**config.mk**
```make
export PLATFORM = sky130hd
export DESIGN_NAME = conv_flag_bank
export DESIGN_NICKNAME = d
export VERILOG_FILES = /design/src/rtl/conv_flag_pkg.sv /design/src/rtl/conv_flag_cfg.sv /design/src/rtl/conv_flag_slot.sv /design/src/rtl/conv_flag_rdmux.sv /design/src/rtl/conv_flag_bank.sv
export SDC_FILE = /design/constraint.sdc
export NUM_CORES = 1
export LEC_CHECK = 0
export ABC_CLOCK_PERIOD_IN_PS = 2200
export BUFFER_PORTS_ARGS = -buffer_cell sky130_fd_sc_hd__buf_2
export CAP_MARGIN = 20
export CORE_ASPECT_RATIO = 1.2
export CORE_UTILIZATION = 55
export CTS_CLUSTER_SIZE = 8
export DETAILED_ROUTE_END_ITERATION = 10
export PLACE_DENSITY = 0.7
export SETUP_SLACK_MARGIN = 0.5
export SYNTH_ARGS = -nofsm -noshare
export SYNTH_HDL_FRONTEND = slang
export SYNTH_SLANG_ARGS = --single-unit
```
**constraint.sdc**
```tcl
create_clock -name clk -period 2.2 [get_ports clk]
set_input_delay 0.11 -clock clk [delete_from_list [all_inputs] [get_ports clk]]
set_output_delay 0.11 -clock clk [all_outputs]
set_load 0.01 [all_outputs]
```
**src/rtl/conv_flag_pkg.sv**
```systemverilog
package conv_flag_pkg;

    localparam int unsigned NSLOT  = 8;
    localparam int unsigned SLOT_W = $clog2(NSLOT);
    localparam int unsigned VAL_W  = 12;
    localparam int unsigned BUS_W  = 16;
    localparam int unsigned ADR_W  = 4;

    localparam logic [ADR_W-1:0] A_START = 4'h0;
    localparam logic [ADR_W-1:0] A_MODE  = 4'h1;
    localparam logic [ADR_W-1:0] A_CMPEN = 4'h2;
    localparam logic [ADR_W-1:0] A_CMPOP = 4'h3;
    localparam logic [ADR_W-1:0] A_FLAGS = 4'h4;

    typedef struct packed {
        logic             fast_clr;
        logic             irq_en;
        logic [NSLOT-1:0] cmp_en;
        logic [NSLOT-1:0] cmp_gt;
    } cfg_t;

    typedef struct packed {
        logic             flag;
        logic [VAL_W-1:0] res;
    } slot_t;

endpackage

```
**src/rtl/conv_flag_cfg.sv**
```systemverilog
module conv_flag_cfg
    import conv_flag_pkg::*;
(
    input  logic             clk,
    input  logic             rst_n,
    input  logic             wr,
    input  logic [ADR_W-1:0] addr,
    input  logic [NSLOT-1:0] wbyte,
    output cfg_t             cfg
);
    cfg_t cfg_d, cfg_q;

    always_comb begin
        cfg_d = cfg_q;
        if (wr) begin
            unique case (addr)
                A_MODE: begin
                    cfg_d.fast_clr = wbyte[0];
                    cfg_d.irq_en   = wbyte[1];
                end
                A_CMPEN: cfg_d.cmp_en = wbyte;
                A_CMPOP: cfg_d.cmp_gt = wbyte;
                default: ;
            endcase
        end
    end

    always_ff @(posedge clk or negedge rst_n) begin
        if (!rst_n) cfg_q <= '0;
        else        cfg_q <= cfg_d;
    end

    assign cfg = cfg_q;
endmodule

```
**src/rtl/conv_flag_slot.sv**
```systemverilog
module conv_flag_slot
    import conv_flag_pkg::*;
(
    input  logic             clk,
    input  logic             rst_n,
    input  logic             start_clr,
    input  logic             done,
    input  logic [VAL_W-1:0] value,
    input  logic             cmp_en,
    input  logic             cmp_gt,
    input  logic             fast_clr,
    input  logic             w1c,
    input  logic             rd_hit,
    input  logic             wr_hit,
    input  logic [VAL_W-1:0] wr_val,
    output logic             flag,
    output logic [VAL_W-1:0] result
);
    slot_t s_d, s_q;
    logic  cmp_true, set_hit, soft_clr;

    always_comb begin
        s_d      = s_q;
        cmp_true = cmp_gt ? (value > s_q.res) : (value <= s_q.res);
        set_hit  = done && (!cmp_en || cmp_true);
        soft_clr = (!fast_clr && w1c)
                 || (fast_clr && !cmp_en && rd_hit)
                 || (fast_clr &&  cmp_en && wr_hit);

        // bus load of the register first; a stored conversion overrides it
        if (wr_hit)           s_d.res = wr_val;
        if (done && !cmp_en)  s_d.res = value;

        // start clear > set > single-flag clears
        if (start_clr)        s_d.flag = 1'b0;
        else if (set_hit)     s_d.flag = 1'b1;
        else if (soft_clr)    s_d.flag = 1'b0;
    end

    always_ff @(posedge clk or negedge rst_n) begin
        if (!rst_n) s_q <= '0;
        else        s_q <= s_d;
    end

    assign flag   = s_q.flag;
    assign result = s_q.res;
endmodule

```
**src/rtl/conv_flag_rdmux.sv**
```systemverilog
module conv_flag_rdmux
    import conv_flag_pkg::*;
(
    input  logic [ADR_W-1:0]            addr,
    input  cfg_t                        cfg,
    input  logic [NSLOT-1:0]            flags,
    input  logic [NSLOT-1:0][VAL_W-1:0] results,
    output logic [BUS_W-1:0]            rdata
);
    localparam int unsigned PAD_B = BUS_W - NSLOT;
    localparam int unsigned PAD_R = BUS_W - VAL_W;

    always_comb begin
        rdata = '0;
        if (addr[ADR_W-1]) begin
            rdata = {{PAD_R{1'b0}}, results[addr[SLOT_W-1:0]]};
        end else begin
            unique case (addr)
                A_MODE:  rdata = {{(BUS_W-2){1'b0}}, cfg.irq_en, cfg.fast_clr};
                A_CMPEN: rdata = {{PAD_B{1'b0}}, cfg.cmp_en};
                A_CMPOP: rdata = {{PAD_B{1'b0}}, cfg.cmp_gt};
                A_FLAGS: rdata = {{PAD_B{1'b0}}, flags};
                default: rdata = '0;
            endcase
        end
    end
endmodule

```
**src/rtl/conv_flag_bank.sv**
```systemverilog
module conv_flag_bank
    import conv_flag_pkg::*;
#(
    parameter int unsigned N_SLOT = NSLOT,
    parameter int unsigned SW     = SLOT_W,
    parameter int unsigned VW     = VAL_W,
    parameter int unsigned BW     = BUS_W,
    parameter int unsigned AW     = ADR_W
) (
    input  logic          clk,
    input  logic          rst_n,
    input  logic          bus_wr,
    input  logic          bus_rd,
    input  logic [AW-1:0] bus_addr,
    input  logic [BW-1:0] bus_wdata,
    output logic [BW-1:0] bus_rdata,
    input  logic          conv_done,
    input  logic [SW-1:0] conv_slot,
    input  logic [VW-1:0] conv_value,
    output logic          cmp_irq
);
    localparam logic RES_SPACE = 1'b1;

    cfg_t                         cfg;
    logic [N_SLOT-1:0]            flag_vec;
    logic [N_SLOT-1:0][VW-1:0]    res_vec;
    logic                         start_wr, flags_wr, res_acc;

    assign start_wr = bus_wr && (bus_addr == A_START);
    assign flags_wr = bus_wr && (bus_addr == A_FLAGS);
    assign res_acc  = (bus_addr[AW-1] == RES_SPACE);

    conv_flag_cfg u_cfg (
        .clk   (clk),
        .rst_n (rst_n),
        .wr    (bus_wr),
        .addr  (bus_addr),
        .wbyte (bus_wdata[N_SLOT-1:0]),
        .cfg   (cfg)
    );

    for (genvar n = 0; n < N_SLOT; n++) begin : g_slot
        logic sel;
        assign sel = res_acc && (bus_addr[SW-1:0] == SW'(n));

        conv_flag_slot u_slot (
            .clk       (clk),
            .rst_n     (rst_n),
            .start_clr (start_wr),
            .done      (conv_done && (conv_slot == SW'(n))),
            .value     (conv_value),
            .cmp_en    (cfg.cmp_en[n]),
            .cmp_gt    (cfg.cmp_gt[n]),
            .fast_clr  (cfg.fast_clr),
            .w1c       (flags_wr && bus_wdata[n]),
            .rd_hit    (bus_rd && sel),
            .wr_hit    (bus_wr && sel),
            .wr_val    (bus_wdata[VW-1:0]),
            .flag      (flag_vec[n]),
            .result    (res_vec[n])
        );
    end

    conv_flag_rdmux u_rdmux (
        .addr    (bus_addr),
        .cfg     (cfg),
        .flags   (flag_vec),
        .results (res_vec),
        .rdata   (bus_rdata)
    );

    assign cmp_irq = cfg.irq_en && |(flag_vec & cfg.cmp_en);
endmodule

```
-- After elaboration in Yosys (flattened, before gate mapping)
Index checks and enable logic that the tools add are counted.
- magnitude comparators: 17
- equal/unequal tests: 18
- mux-type cells: 52
- bitwise gates (word level): 1
- reductions and logical operators: 155
- operator list (cell ; count):
    $mux W12 ; 17
    $logic_and A1 B1 Y1 ; 99
    $gt A12 B12 Y1 ; 8
    $le A12 B12 Y1 ; 8
    $bmux W12 S3 ; 1
    $mux W1 ; 32
    $pmux W8 S4 ; 1
    $eq A3 B3 Y1 const B ; 8
    $logic_or A1 B1 Y1 ; 24
    $reduce_bool A3 Y1 ; 8
    $mux W16 ; 1
    $reduce_bool A2 Y1 ; 8
    $eq A3 B2 Y1 const B ; 4
    $logic_not A1 Y1 ; 9
    $and A8 B8 Y8 ; 1
    $eq A4 B2 Y1 const B ; 2
    $reduce_or A8 Y1 ; 1
    $eq A3 B1 Y1 const B ; 2
    $logic_not A3 Y1 ; 2
    $reduce_and A2 Y1 ; 3
    $eq A4 B1 Y1 const B ; 1
    $eq A4 B3 Y1 const B ; 1
    $logic_not A4 Y1 ; 1
    $lt A3 B4 Y1 const B ; 1
- register bits after elaboration: 122
- bits of input ports: 40
- output and inout port bits: 17
- logic and storage cells: 263

-- Logic depth before layout (Yosys ltp)
Gate-level depths: netlist of the first run.
- word-level depth: 9
- gate-level depth with buffers: 9
- mapped depth without buffers: 8

-- Hierarchy
From an unflattened synthesis of the first run, not the netlist that was laid out.
- cell total of the unflattened synthesis: 1098
- area total of the unflattened synthesis: 10206.0 um2
- modules (own cells, without submodules) (module ; times used ; cells each ; area an instance (um2)):
    conv_flag_slot at g_slot[0].u_slot ... ; 5 ; 110 ; 1007.2
    conv_flag_slot at g_slot[5].u_slot ... ; 3 ; 106 ; 983.4
    conv_flag_rdmux ; 1 ; 127 ; 1163.6
    conv_flag_cfg ; 1 ; 41 ; 701.9
    conv_flag_bank ; 1 ; 62 ; 354.1

-- Least setup slack after synthesis of the first run
OpenSTA, ideal clock, no wires.
- path kind: input to register
- from: input port conv_value[0]
- to: register g_slot[6].u_slot.s_q (netlist bit g_slot[6].u_slot.flag)
- arrival time: 1.666 ns
- data required time: 2.101 ns
- setup slack: 0.435 ns
- stages: 9
- path buffers: 1
- path through: clkbuf_1 inv_1 ha_1 nor2b_1 o211ai_1 a211o_1 a31oi_1 xor2_1 a311oi_1
- longest elaborated chain between the ends: 6
- elaborated cells between the ends (all ways): 8
- ends and longest elaborated chain (item ; RTL line ; source):
    start: declaration ; conv_flag_bank.sv:19 ; input logic [VW-1:0] conv_value,
    $le A12 B12 Y1 or $gt A12 B12 Y1 (tied branches) ; conv_flag_slot.sv:24 ; cmp_true = cmp_gt ? (value > s_q.res) : (value <= s_q.res);
    $mux W1 (*) ; conv_flag_slot.sv:24 ;
    $logic_or A1 B1 Y1 (*) ; conv_flag_slot.sv:25 ; set_hit = done && (!cmp_en || cmp_true);
    $logic_and A1 B1 Y1 (*) ; conv_flag_slot.sv:25 ;
    $mux W1 ; conv_flag_slot.sv:36 ; else if (set_hit) s_d.flag = 1'b1;
    $mux W1 ; conv_flag_slot.sv:35 ; if (start_clr) s_d.flag = 1'b0;
    end signal: assignment ; conv_flag_slot.sv:41 ; if (!rst_n) s_q <= '0;
    end signal: assignment ; conv_flag_slot.sv:42 ; else s_q <= s_d;
    end: declaration ; conv_flag_slot.sv:19 ; slot_t s_d, s_q;
Every way passes the cells marked *; elsewhere a longest branch is shown, timed or not.
A chain may end at the register's enable or synchronous reset.

-- Worst setup path after layout of the first run
- from: register g_slot[3].u_slot.s_q (netlist bit g_slot[3].u_slot.result[7])
- to: output port bus_rdata[7]
- longest elaborated chain between the ends: 3
- ends and longest elaborated chain (item ; RTL line ; source):
    start: declaration ; conv_flag_slot.sv:19 ;
    start signal: assignment ; conv_flag_slot.sv:41 ;
    start signal: assignment ; conv_flag_slot.sv:42 ;
    $bmux W12 S3 ; conv_flag_rdmux.sv:16 ; rdata = {{PAD_R{1'b0}}, results[addr[SLOT_W-1:0]]};
    $mux W12 (implied by the code) ; conv_flag_rdmux.sv:16 ;
    $mux W16 ; conv_flag_rdmux.sv:15 ; if (addr[ADR_W-1]) begin
    end: declaration ; conv_flag_bank.sv:16 ; output logic [BW-1:0] bus_rdata,
Every way passes these cells. The select of a mux whose other input is x is not followed.

==> impl_metrics.ini, run 1 <==
[synth]
synth.avg_cell_area_um2 = 9.42
ys_warn_count = 0
synth_area_um2 = 9340
synth_seq_area_share_pct = 32.7
synth_flop_cell = dfrtp_1
yosys-top-cells-area = dfrtp_1, ha_1, mux2i_1, mux4_2, nand2_1
synth_cells = 992
synth_edf_count = 0
synth-seq-cells = 122
synth_top_area_cell = dfrtp_1
synth_top_area_share_pct = 32.7
ys_async_sr_fraction_pct = 100
yosys.cell_types.count = 49

[power]
p_leak_nw = 4.89
powerDensity_nw_per_um2 = 901
ir_drop_v = 0.000625

[floorplanning]
io_pins = 57
rows = 51
core_um2 = 16400
die_area_um2 = 17500
die_h_um = 145
initial_core_util_pct = 57.0
fp.dieW_um = 121

[detailed_routing]
drt_wl_total_um = 28900
via_per_inst = 6.21
drtPass1Iterations = 6
drc = 0
drt_iter0_markers = 797
routedWlPerCell_um = 21.9
postRouteAntennaNets = 0
vias = 8179

[timing]
slew_viol_final = 0
fin_crit_ns = 2.07
setup_viol_count_final = 0
slew_headroom_pct = 63.9
fmax_mhz = 483
finalHoldViolations = 0
fin_worst_skew_ns = 0.00661
setup_slack_ns = 0.128
rsz0062_at_grt = true
tns_ns = 0
finalCritPeriodShare_pct = 94.2
tightest_slew_ns = 0.542

[clock_network]
cts_buffer_depth = 2
numClockSinks = 122
clkLatencyLatePin_ns = 0.43
cts-root-buf = clkbuf_16
cts_buffers = 17
htreeDepth = 4
cts_tree = yes
clk_pin_slew_ns = 0.06

[global_route]
antenna_found_initial = 2
grt_max_degree = 48
grt_pass1_wl_um = 43500
gr-total-overflow = 0
grt_use_total_pct = 33.5
grt_pass1_vias = 7917

[place]
gp_congestion = 0.923
port_buffers = 48
dpl_worst_slack_ns = 0.147
hpwl_um = 19100
post-place-cells = 1231

[setup_path]
cp-end-kind = output pin
crit_path_start_kind = flip-flop
cp_top_family = multiplexers
slowest_delay_ns = 0.46
crit_type = flip-flop to output pin
slowest_stage = mux4_2
arrival_ns = 1.96
critical_path_buf_inv_count = 2
worstPathMaxFanout = 2
critPathRequiredTime_ns = 2.09
crit_chain = buf_6 -> mux4_2 -> mux2_4 -> nand2_2 -> nand2_2 -> buf_6

[flow_run]
drv_cap = 0

[finish]
area_growth_pct = 21.7
drive_gt1_share_pct = 27.0
mostFrequentLayoutCells = nand2_1, dfrtp_1, mux2i_1, buf_4, o21ai_0
final_cells = 1317
fin_nets = 1227
layout_commonest_cell = nand2_1

[status]
status = finished, final reports clean

[hold_path]
hp-class = input pin to flip-flop
path summary, 6_finish.rpt:
check                                                        from                                 endpoint  slack, ns  cells after the start
max                        g_slot[3].u_slot.result[7]$_DFFE_PN0P_                             bus_rdata[7]       0.13                      6
min                                                  conv_slot[1]        g_slot[0].u_slot.flag$_DFFE_PN0P_       0.08                      3
max reg2reg                g_slot[3].u_slot.result[1]$_DFFE_PN0P_        g_slot[3].u_slot.flag$_DFFE_PN0P_       0.19                      9
min reg2reg                             u_cfg.cfg[16]$_DFFE_PN0P_                u_cfg.cfg[16]$_DFFE_PN0P_       0.55                      1
max in group asynchronous                                   rst_n  g_slot[2].u_slot.result[11]$_DFFE_PN0P_       1.25                      3
min in group asynchronous                                   rst_n   g_slot[1].u_slot.result[7]$_DFFE_PN0P_       0.21                      2
what timing repair did:
item	4_1_cts	5_1_grt
buffers inserted	35	17
hold buffers	1	0
pin swaps	34	16
setup endpoints to repair	24	24
hold endpoints to repair	32	0
gates resized for setup	44	28
final cells by class:
type | instances | area [um2]
multi-input cells | 715 | 6050
diodes | 1 | 2.50
repair buffers | 145 | 1040
well taps | 212 | 265
fillers | 1195 | 5030
flip-flops and latches | 122 | 3050
clock inverters | 10 | 140
clock buffers | 22 | 484
inverters | 90 | 338
state kept, by name, summed over array words and instances, names as in the netlist:
signal	cells
g_slot.u_slot.result	96
g_slot.u_slot.flag	8
u_cfg.cfg	18
tightest hold or removal path, delay by kind of cell:
| family | cells | cell delay (ns) |
|---|---|---|
| buffers and inverters | 1 | 0.17 |
| AOI/OAI and AO/OA | 2 | 0.19 |
cell usage after synthesis (3+ instances only):
cell type	n
nand2_1	131
dfrtp_1	122
mux2i_1	108
ha_1	96
inv_1	90
o21ai_0	87
a21oi_1	52
clkbuf_1	33
mux2_2	26
mux4_2	24
nand4_1	24
buf_4	19
nor2_1	15
nor3_1	14
nor2b_1	13
nand2b_1	12
nand3_1	11
a211o_1	8
a222oi_1	8
a311oi_1	8
a31oi_1	8
clkbuf_2	8
o211ai_1	8
xor2_1	8
o21ai_1	7
o21a_1	6
o311ai_1	6
nor2_2	5
a22oi_1	4
buf_2	4
buf_1	3
power breakdown:
group | internal [mW] | switching, mW
clock | 1.90 | 1.07
combinational | 1.93 | 1.94
sequential | 2.86 | 0.556
total | 6.69 | 3.56
kinds of logic (layout without fill, tap and decap cells):
family                     count (synthesis)  count (layout)  share of synthesized area, %
xor gates and xnor gates                   8               8                         0.750
other                                      1               5                        0.0401
AOI/OAI and AO/OA                        205             205                          13.0
buffers and inverters                    158             267                          7.35
adders and majority gates                 96              96                          12.9
and+or+nand+nor                          244             244                          12.8
DFF                                      122             122                          32.7
muxes                                    158             158                          20.5
per-stage QoR:
stage,power [mW],hold slack (ns),utilization (%),instance area [um2]
after CTS,9.92,0.0655,67.5,11100
after floorplan,5.48,-0.186,-,9350
final,10.2,0.0808,69.3,11400
after global routing,10.8,0.100,69.3,11400
after detailed placement,6.53,0.115,60.5,9920
after global placement,6.42,0.117,60.5,9920
routing by layer:
| metal | global-route usage, % | up-vias | wire length [um] |
|---|---|---|---|
| met5 | 0 | - | 9 |
| met4 | 20.6 | 2 | 1590 |
| met3 | 6.03 | 112 | 1970 |
| met2 | 54.8 | 399 | 13700 |
| met1 | 41.1 | 3920 | 11600 |
| li1 | - | 3746 | - |
(Power assumes the default switching activity.)
==> run 2: changes to the inputs <==
--- a/config.mk
+++ b/config.mk
@@ -8,11 +8,13 @@
 export ABC_CLOCK_PERIOD_IN_PS = 2200
 export BUFFER_PORTS_ARGS = -buffer_cell sky130_fd_sc_hd__buf_2
 export CAP_MARGIN = 20
+export CELL_PAD_IN_SITES_DETAIL_PLACEMENT = 1
+export CELL_PAD_IN_SITES_GLOBAL_PLACEMENT = 2
 export CORE_ASPECT_RATIO = 1.2
-export CORE_UTILIZATION = 55
+export CORE_UTILIZATION = 40
 export CTS_CLUSTER_SIZE = 8
 export DETAILED_ROUTE_END_ITERATION = 10
-export PLACE_DENSITY = 0.7
+export PLACE_DENSITY = 0.79
 export SETUP_SLACK_MARGIN = 0.5
 export SYNTH_ARGS = -nofsm -noshare
 export SYNTH_HDL_FRONTEND = slang
==> run 2 against run 1 <==
Fmax increased by 0.32%. Clock skew barely moved. Non-clock buffer count is 8 lower. Die area increased by 37%. Largest power group unchanged. Setup slack better by 0.0067 ns. Highest routed layer is now met4. Core utilization is 18 points lower. Critical path depth down 1. Flip-flop and latch count unchanged. Cell area is 2.6% higher.
==> impl_metrics.ini, run 2 (synthesis results as in run 1) <==
[floorplanning]
fp.dieW_um = 142
io_pins = 57
core_um2 = 22700
rows = 60
die_h_um = 169
die_area_um2 = 24000
initial_core_util_pct = 41.2

[detailed_routing]
drt_iter0_markers = 447
drc = 0
drtPass1Iterations = 5
drt_wl_total_um = 33300
vias = 8132
via_per_inst = 5.78
routedWlPerCell_um = 23.7
postRouteAntennaNets = 0

[timing]
slew_viol_final = 0
rsz0062_at_grt = true
setup_slack_ns = 0.135
fmax_mhz = 484
finalCritPeriodShare_pct = 93.9
setup_viol_count_final = 0
tightest_slew_ns = 0.565
tns_ns = 0
fin_worst_skew_ns = 0.00675
finalHoldViolations = 0
slew_headroom_pct = 62.3
fin_crit_ns = 2.07

[global_route]
grt_use_total_pct = 29.0
antenna_found_initial = 0
grt_pass1_wl_um = 51800
grt_max_degree = 46
grt_pass1_vias = 8767
gr-total-overflow = 0

[finish]
final_cells = 1406
mostFrequentLayoutCells = dfrtp_1, nand2_1, mux2i_1, o21ai_0, inv_1
area_growth_pct = 24.9
layout_commonest_cell = dfrtp_1
drive_gt1_share_pct = 28.7
nFillCells = 2560
largest_reg_flops = 96
fin_nets = 1219
diodes = 0
seq_area_um2 = 3050
multi_input_area_um2 = 6250

[setup_path]
worstPathMaxFanout = 3
cp-end-kind = output pin
crit_type = flip-flop to output pin
crit_path_start_kind = flip-flop
arrival_ns = 1.96
critPathRequiredTime_ns = 2.09

[place]
gp_congestion = 0.852
post-place-cells = 1327
dpl_worst_slack_ns = 0.113
port_buffers = 48
hpwl_um = 22900

[clock_network]
cts_buffers = 17
htreeDepth = 4
cts-root-buf = clkbuf_16
clk_pin_slew_ns = 0.06
clkLatencyLatePin_ns = 0.42
numClockSinks = 122
cts_buffer_depth = 2
cts_tree = yes

[power]
p_leak_nw = 4.88
design_power_total_mw = 10.5
powerDensity_nw_per_um2 = 902
ir_drop_v = 0.000520

[status]
status = finished, final reports clean

[hold_path]
hp-class = input pin to flip-flop

[flow_run]
drv_cap = 0
## run 2: cell count changes in the layout (fill, tap and decap cells not counted), sizes merged
cell    change
clkbuf      -3
clkinv      +2
bufinv      +1
buf         -8
diode       -1
## run 2: final timing paths
| check | end | cells after the start | slack [ns] | start |
|---|---|---|---|---|
| worst max register to register | g_slot[4].u_slot.flag$_DFFE_PN0P_ | 9 | 0.20 | g_slot[4].u_slot.result[10]$_DFFE_PN0P_ |
| min in group asynchronous | u_cfg.cfg[4]$_DFFE_PN0P_ | 2 | 0.17 | rst_n |
| worst max-delay path | bus_rdata[1] | 5 | 0.13 | g_slot[7].u_slot.result[1]$_DFFE_PN0P_ |
| max in group asynchronous | g_slot[7].u_slot.result[5]$_DFFE_PN0P_ | 3 | 1.35 | rst_n |
| worst min-delay path | g_slot[4].u_slot.result[7]$_DFFE_PN0P_ | 3 | 0.09 | conv_value[7] |
| worst min register to register | u_cfg.cfg[16]$_DFFE_PN0P_ | 1 | 0.57 | u_cfg.cfg[16]$_DFFE_PN0P_ |
## run 2: layer usage
layer	up-vias	GRT usage, %	routed length [um]	share of wire [%]
met5	-	0	0	0
met4	0	10.6	1270	3.8
met3	69	3.41	979	2.9
met2	205	52.3	17000	51
met1	4133	35.4	14100	42
li1	3725	-	-	-
## run 2: what timing repair did
action                                 4_1_cts  5_1_grt
hold buffers                                 1        0
resized for setup                           77       31
setup endpoints to repair                   20       20
setup buffers                               38        8
pin swaps                                   46       19
endpoints found under the hold margin       76        0
## run 2: worst max-delay path, stage by stage (launching register included)
cell     delay, ns
dfrtp_1       0.41
mux4_2        0.56
mux2_4        0.29
nand2_2       0.07
nand2_1       0.06
buf_2         0.15
## run 2: power breakdown
group          switching (mW)  internal [mW]
clock network            1.10           1.89
logic                    2.05           2.03
registers               0.607           2.86
## run 2: through the flow
stage	area, um2	hold slack [ns]	utilization, %
after floorplan	9350	-0.186	-
after global placement	10000	0.0403	44.3
after detailed placement	10000	0.0465	44.3
final	11700	0.0935	51.5
after CTS	11400	0.0795	50.3
after global routing	11700	0.105	51.5
## run 2: area by class of cell
class / count / share of cell area (%)
Inverter: 90 / 2.92
Multi-Input combinational cell: 715 / 53.6
Tap cell: 310 / 3.32
Clock buffer: 19 / 3.71
Clock inverter: 13 / 1.51
Timing Repair Buffer: 137 / 8.81
Sequential cell: 122 / 26.2
